### src/rtl/adc_startup_seq.sv
module adc_startup_seq #(
  parameter int DW       = 24,
  parameter int FILT_CYC = 16,
  parameter int WAKE_CYC = 147456,
  parameter int GAP_FRM  = 4,
  parameter int INIT_MST = 4129,
  parameter int INIT_SLV = 4132
) (
  input  logic          clk,
  input  logic          rst_n,
  input  logic          pd_n,
  input  logic          master_mode,
  input  logic          i2s_mode,
  input  logic          wclk,
  input  logic          smp_stb,
  input  logic [DW-1:0] smp_l,
  input  logic [DW-1:0] smp_r,
  output logic          out_stb,
  output logic [DW-1:0] out_l,
  output logic [DW-1:0] out_r,
  output logic          out_valid,
  output logic          pwr_down,
  output logic          filt_rst,
  output logic          init_run
);
  localparam int M1   = (WAKE_CYC > INIT_SLV) ? WAKE_CYC : INIT_SLV;
  localparam int M2   = (INIT_MST > GAP_FRM) ? INIT_MST : GAP_FRM;
  localparam int CMAX = (M1 > M2) ? M1 : M2;
  localparam int CW   = $clog2(CMAX + 1);
  localparam int FW   = $clog2(FILT_CYC + 1);
  localparam logic [CW-1:0] WAKE_END = CW'(WAKE_CYC - 1);
  localparam logic [CW-1:0] GAP_END  = CW'(GAP_FRM - 1);
  localparam logic [CW-1:0] IM_END   = CW'(INIT_MST - 1);
  localparam logic [CW-1:0] IS_END   = CW'(INIT_SLV - 1);
  localparam logic [FW-1:0] FILT_END = FW'(FILT_CYC - 1);

  typedef enum logic [2:0] {S_OFF, S_ARM, S_WAKE, S_GAP, S_INIT, S_RUN} st_t;

  st_t           st;
  logic [CW-1:0] cnt;
  logic [FW-1:0] lo_cnt;
  logic          pd_m, pd_s, wc_q;

  wire trip   = !pd_s && (lo_cnt == FILT_END);
  wire fedge  = i2s_mode ? (!wclk && wc_q) : (wclk && !wc_q);
  wire run    = (st == S_RUN) && !trip;
  wire [CW-1:0] init_end = master_mode ? IM_END : IS_END;

  assign pwr_down = (st == S_OFF) || (st == S_ARM) || (st == S_WAKE);
  assign filt_rst = (st == S_OFF);
  assign init_run = (st == S_INIT);

  always_ff @(posedge clk or negedge rst_n) begin
    if (!rst_n) begin
      pd_m   <= 1'b0;
      pd_s   <= 1'b0;
      wc_q   <= 1'b0;
      lo_cnt <= '0;
    end else begin
      pd_m <= pd_n;
      pd_s <= pd_m;
      wc_q <= wclk;
      if (pd_s)       lo_cnt <= '0;
      else if (!trip) lo_cnt <= lo_cnt + FW'(1);
    end
  end

  always_ff @(posedge clk or negedge rst_n) begin
    if (!rst_n) begin
      st  <= S_OFF;
      cnt <= '0;
    end else if (trip) begin
      st  <= S_OFF;
      cnt <= '0;
    end else begin
      case (st)
        S_OFF:  if (pd_s) st <= S_ARM;
        S_ARM:  if (master_mode || fedge) begin
                  st  <= S_WAKE;
                  cnt <= '0;
                end
        S_WAKE: if (cnt == WAKE_END) begin
                  st  <= S_GAP;
                  cnt <= '0;
                end else cnt <= cnt + CW'(1);
        S_GAP:  if (fedge) begin
                  if (cnt == GAP_END) begin
                    st  <= S_INIT;
                    cnt <= '0;
                  end else cnt <= cnt + CW'(1);
                end
        S_INIT: if (fedge) begin
                  if (cnt == init_end) begin
                    st  <= S_RUN;
                    cnt <= '0;
                  end else cnt <= cnt + CW'(1);
                end
        S_RUN:  st <= S_RUN;
        default: st <= S_OFF;
      endcase
    end
  end

  always_ff @(posedge clk or negedge rst_n) begin
    if (!rst_n) begin
      out_stb   <= 1'b0;
      out_l     <= '0;
      out_r     <= '0;
      out_valid <= 1'b0;
    end else begin
      out_stb   <= smp_stb;
      out_l     <= run ? smp_l : '0;
      out_r     <= run ? smp_r : '0;
      out_valid <= run && (out_valid || smp_stb);
    end
  end
endmodule


### config.mk
export PLATFORM = sky130hd
export DESIGN_NAME = adc_startup_seq
export DESIGN_NICKNAME = d
export VERILOG_FILES = /design/src/rtl/adc_startup_seq.sv
export SDC_FILE = /design/constraint.sdc
export NUM_CORES = 1
export LEC_CHECK = 0
export BUFFER_PORTS_ARGS = -buffer_cell sky130_fd_sc_hd__buf_4
export CORE_AREA = 2 2 82 84
export DETAILED_ROUTE_END_ITERATION = 10
export DIE_AREA = 0 0 84 86
export PLACE_DENSITY = 0.89
export SLEW_MARGIN = 0
export SYNTH_ARGS = -nofsm -noshare
export SYNTH_HDL_FRONTEND = slang
export SYNTH_SLANG_ARGS = --single-unit
### constraint.sdc
create_clock -name clk -period 6.55 [get_ports clk]
set_clock_uncertainty 0.15 [all_clocks]
set_input_delay 1.965 -clock clk [delete_from_list [all_inputs] [get_ports clk]]
set_output_delay 1.965 -clock clk [all_outputs]
set_load 0.05 [all_outputs]
=== Yosys cells after proc, flatten, opt, wreduce, memory -nomap -nowiden ===
Cells that the tools add are included.

* Register bits: 79
* Output and inout port bits: 53

* Reduce and logical (&&, ||, !) cells: 17
* Eq/ne operators: 17
* Muxes and demuxes: 23
* $add $sub $neg: 2

{| class="wikitable"
|+ Operators by type and width
! kind !! count
|-
| $mux 18 || 7
|-
| $pmux 18 s4 || 1
|-
| $mux 24 || 2
|-
| $mux 3 || 8
|-
| $add 18x1->18 const B || 1
|-
| $eq 18x13->1 || 1
|-
| $eq 18x18->1 const B || 1
|-
| $eq 18x2->1 const B || 1
|-
| $pmux 3 s6 || 1
|-
| $mux 5 || 2
|-
| $ne 3x1->1 const B || 3
|-
| $reduce_and 7->1 || 1
|-
| $eq 3x2->1 const B || 2
|-
| $eq 3x3->1 const B || 2
|-
| $ne 3x2->1 const B || 2
|-
| $ne 3x3->1 const B || 2
|-
| $add 5x1->5 const B || 1
|-
| $eq 5x4->1 const B || 1
|-
| $logic_and 1x1->1 || 5
|-
| $reduce_bool 5->1 || 1
|-
| $logic_not 1->1 || 4
|-
| $logic_or 1x1->1 || 4
|-
| $reduce_and 4->1 || 1
|-
| $eq 3x1->1 const B || 1
|-
| other kinds (4) || 4
|}

=== Depth between registers and ports, before layout ===
* Depth in word-level cells: 7
* Gate-level depth with buffers: 11
* Mapped depth without buffers: 9

=== Worst setup path after synthesis ===
No wires, ideal clock.

* Kind: reg-to-output
* Start: register st[1]
* End: output port filt_rst
* Slack: 2.916 ns
* Data required time: 4.435 ns
* Arrival: 1.519 ns
* Path buffers: 1
* Cell stages (with the launch flop): 4
* Path through: dfrtp_1 > clkbuf_1 > or2_2 > nor2_1

* Word-level cells in the longest chain between the ends: 1

{| class="wikitable"
|+ RTL lines
! element !! line !! source
|-
| from (decl) || 39 || <nowiki>st_t st;</nowiki>
|-
| from (signal assigned) || 70 || <nowiki>st <= S_OFF;</nowiki>
|-
| from (signal assigned) || 73 || <nowiki>st <= S_OFF;</nowiki>
|-
| from (signal assigned) || 77 || <nowiki>S_OFF: if (pd_s) st <= S_ARM;</nowiki>
|-
| $logic_not 3->1 || 50 || <nowiki>assign filt_rst = (st == S_OFF);</nowiki>
|-
| to (decl) || 23 || <nowiki>output logic filt_rst,</nowiki>
|}

Every way passes these cells.

=== Final worst setup path ===
* Start: register st[2]
* End: output port init_run

* Word-level cells in the longest chain between the ends: 1

{| class="wikitable"
|+ RTL lines
! element !! line !! source
|-
| $eq 3x3->1 || 51 || <nowiki>assign init_run = (st == S_INIT);</nowiki>
|-
| to (decl) || 24 || <nowiki>output logic init_run</nowiki>
|}

Every way passes these cells.

==> out/results.txt <==
number of warnings reported in the yosys synthesis log - 0
later-pin clock latency in the skew report - 340 ps
Min-Delay Path Depth - 0
Seq cells post-synth - 79
proportion of power drawn by combinational gates - 0.347
final clock period utilization by the worst path - 0.580
crit-path cells - or3b_1, inv_1, buf_4
Area Overhead vs Synth - 30.4%
power density over the cells - 316 nW/µm²
site row count - 29
Via density - 5.31
Final Critical Period - 3800 ps
highest metal layer used by the detailed router - met4
minimum setup slack among reg-to-reg paths - 3630 ps
CTS Root Cell - sky130_fd_sc_hd__clkbuf_8
post-synthesis sequential area ratio - 0.592
run status - finished, final reports clean
post-route cell area - 4360 µm²
initial core utilization - 0.532
number of nets in the synthesized netlist - 356
Avg WL per Cell - 16.1 µm
clock buffer count from CTS - 9
switching part of the total - 0.396
unrepaired setup endpoints after global routing - false
Max Buffers Root-to-Sink - 2
switching power total - 0.546 mW
Met3 Routed Length - 829 µm
transition time at the pin with the least slew margin - 956 ps
Final Hold Fails - 0
longest individual stage delay on the worst path - 600 ps
average cell area after synthesis - 11.2 µm²
die boundary width - 84 µm
hold worst-path end - pd_s$_DFF_PN0_
reg2reg end - cnt[16]$_DFFE_PN0P_
total global-route track usage - 0.224
full die area - 7220 µm²
startpoint of the worst hold path - pd_m$_DFF_PN0_
TritonCTS clock tree - yes
Die Y-Extent - 86 µm
DRC marker count from the first detailed-route iteration - 143
max-slew violation total from the final report - 0
element type at the critical path end - output port
origin of the critical flop-to-flop path - lo_cnt[0]$_DFFE_PN0P_
Critical Path Slowest Stage Cell - sky130_fd_sc_hd__dfrtp_1
antenna-violating nets left - 0
antenna diode count - 0
register share of total power - 0.419
I/O pin count - 108
sum of negative setup slack - 0 ps
post-cts repair resize count - 0
final core occ - 0.694
area inside the core boundary - 6280 µm²
share of flip-flops with an asynchronous set or reset after synthesis - 1.00
worst-path maximum fanout - 14
Synth top area share - 0.592
count of vias placed by the detailed router - 2571
placed cells - 468
final weighted congestion of routability-driven global placement - 0.917
number of buffers inserted to repair setup after CTS - 0
P_int - 0.832 mW
signal arrival time at the worst endpoint - 1690 ps
Maximum Capacitance Violations - 0
buffering stage count on the worst path with inverters included - 2
IR Drop Worst-Case VDD - 0.000251 V
aggregate routed wire length - 7800 µm
initial antenna violation count - 0
number of standard cells in the layout, taps in and fillers out - 484
Mapped Cells - 298
total setup violations reported at the end of the flow - 0
worst min-delay path class - reg -> reg
post-synthesis instance area - 3340 µm²
Post-Route M1 WL - 2960 µm
number of global-route vias before repair - 2688
kind of cell adding the most delay to the critical path - flip-flops
fmax - 263 MHz
Final Power - 1.38 mW
share of cells above drive strength 1 - 0.334
first drt pass iteration count - 4
total number of clock tree sinks - 79
Final HPWL DP - 5610 µm
beginning of the critical path - st[2]$_DFFE_PN0P_
Clk pin slew, worst setup/hold paths - 80 ps
global route total overflow - 0
max-slew headroom at the worst pin - 0.363
fill cell total of the finished layout - 435
required time of the critical path - 4430 ps
number of hold buffers added after CTS - 0
cell accounting for the most synthesized area - sky130_fd_sc_hd__dfrtp_1
count of flip-flops with a built-in enable after synthesis - 0
number of distinct standard cells referenced by the synthesized netlist - 54
Post-route DRC - 0
most used flip-flop cell after synthesis - sky130_fd_sc_hd__dfrtp_1
final net count - 460
cell area after placement - 4180 µm²
maximum number of pins on one net before global-route repair - 80
depth of the most critical reg-to-reg path - 8
kind of start point of the critical path - flop
count of input and output buffers - 107
power share of the clock group - 0.234
Area contributors post-synth - sky130_fd_sc_hd__dfrtp_1, sky130_fd_sc_hd__and2_1, sky130_fd_sc_hd__xor2_1
global-route wire length before repair - 12500 µm
Setup Crit Path Kind - reg -> out
leakage power figure - 2.24 nW
H-tree levels - 3
routed wire length on met2 - 3880 µm
==> cell type report <==
cell class              instances  area [µm²]  area share
clock buffers                  10         128      0.0293
clock inverters                 6        46.3      0.0106
inverters                       5        18.8     0.00431
multi-input cells             199        1280       0.294
flip-flops and latches         79        1980       0.454
well taps                      77        96.3      0.0221
repair buffers                108         811       0.186
==> stage by stage <==
step	worst slack, ps	hold WS [ps]
floorplan	2920	181
global placement	2590	184
detailed placement	2500	201
CTS	2770	219
global route	2560	230
finish	2750	213
==> logic make-up (layout without fill, tap and decap cells) <==
logic type	after synthesis	count (layout)	synth area share
AOI/OAI and AO/OA	42	42	0.0895
xor gates and xnor gates	16	16	0.0419
DFF	79	79	0.592
and+or+nand+nor	137	137	0.238
buffers and inverters	20	129	0.0251
adders and majority gates	3	3	0.0112
muxes	1	1	0.00300
==> cell usage in the layout (no fill, tap or decap), types with 6 or more instances in the layout <==
cell	instances
sky130_fd_sc_hd__xor2_1	14
sky130_fd_sc_hd__clkbuf_8	9
sky130_fd_sc_hd__and2_1	50
sky130_fd_sc_hd__buf_4	108
sky130_fd_sc_hd__nand3_1	6
sky130_fd_sc_hd__dfrtp_1	79
sky130_fd_sc_hd__o21ai_1	6
sky130_fd_sc_hd__nor2_1	31
sky130_fd_sc_hd__nand2_1	11
==> flip-flops by register name, indices dropped and copies added, names as in the netlist <==
| register | flops |
|---|---|
| out_valid | 1 |
| st | 3 |
| out_l | 24 |
| pd_s | 1 |
| wc_q | 1 |
| out_r | 24 |
| cnt | 18 |
| lo_cnt | 5 |
| pd_m | 1 |
| out_stb | 1 |
==> worst register-to-register path: stages, from the launching register on <==
cell and delay (ps):
sky130_fd_sc_hd__dfrtp_1 420, sky130_fd_sc_hd__ha_1 210, sky130_fd_sc_hd__and3_1 180, sky130_fd_sc_hd__ha_1 280, sky130_fd_sc_hd__nand2b_1 290, sky130_fd_sc_hd__nand3_1 420
sky130_fd_sc_hd__nor2_1 520, sky130_fd_sc_hd__nor2_2 230, sky130_fd_sc_hd__a21oi_1 160
==> how the worst max path moves through the flow <==
stage / to / slack, ps / depth (start not counted)
2_1_floorplan: filt_rst / 2920 / 3
3_3_place_gp: cnt[13]$_DFFE_PN0P_ / 2590 / 7
3_5_place_dp: cnt[9]$_DFFE_PN0P_ / 2500 / 7
4_1_cts: init_run / 2770 / 3
5_1_grt: cnt[9]$_DFFE_PN0P_ / 2560 / 7
6_report: init_run / 2750 / 3
==> synthesized netlist by cell type, types with 3 or more instances <==
library cell and instances:
sky130_fd_sc_hd__dfrtp_1 79, sky130_fd_sc_hd__and2_1 50, sky130_fd_sc_hd__nor2_1 31, sky130_fd_sc_hd__xor2_1 14, sky130_fd_sc_hd__nand2_1 11, sky130_fd_sc_hd__clkbuf_1 8, sky130_fd_sc_hd__buf_2 7, sky130_fd_sc_hd__nand3_1 6
sky130_fd_sc_hd__o21ai_1 6, sky130_fd_sc_hd__inv_1 5, sky130_fd_sc_hd__nor2b_1 5, sky130_fd_sc_hd__o2111ai_1 5, sky130_fd_sc_hd__o211ai_1 5, sky130_fd_sc_hd__o21ai_0 5, sky130_fd_sc_hd__and3_1 4, sky130_fd_sc_hd__nand2b_1 4
sky130_fd_sc_hd__a21oi_1 3, sky130_fd_sc_hd__a31oi_1 3, sky130_fd_sc_hd__ha_1 3, sky130_fd_sc_hd__nor3_1 3
==> per-layer routing <==
| metal | track usage | up-vias |
|---|---|---|
| li1 | - | 1217 |
| met1 | 0.261 | 1237 |
| met2 | 0.369 | 106 |
| met3 | 0.0982 | 11 |
| met4 | 0.0880 | 0 |
| met5 | 0 | - |
==> power by group through the flow <==
stage	combinational [mW]	clock, mW	sequential (mW)
after CTS	0.480	0.329	0.577
final	0.478	0.322	0.577
after global routing	0.511	0.351	0.583
after floorplan	0.225	0	0.691
after detailed placement	0.477	0	0.585
after global placement	0.465	0	0.581
Power figures use the tool's default switching activity.
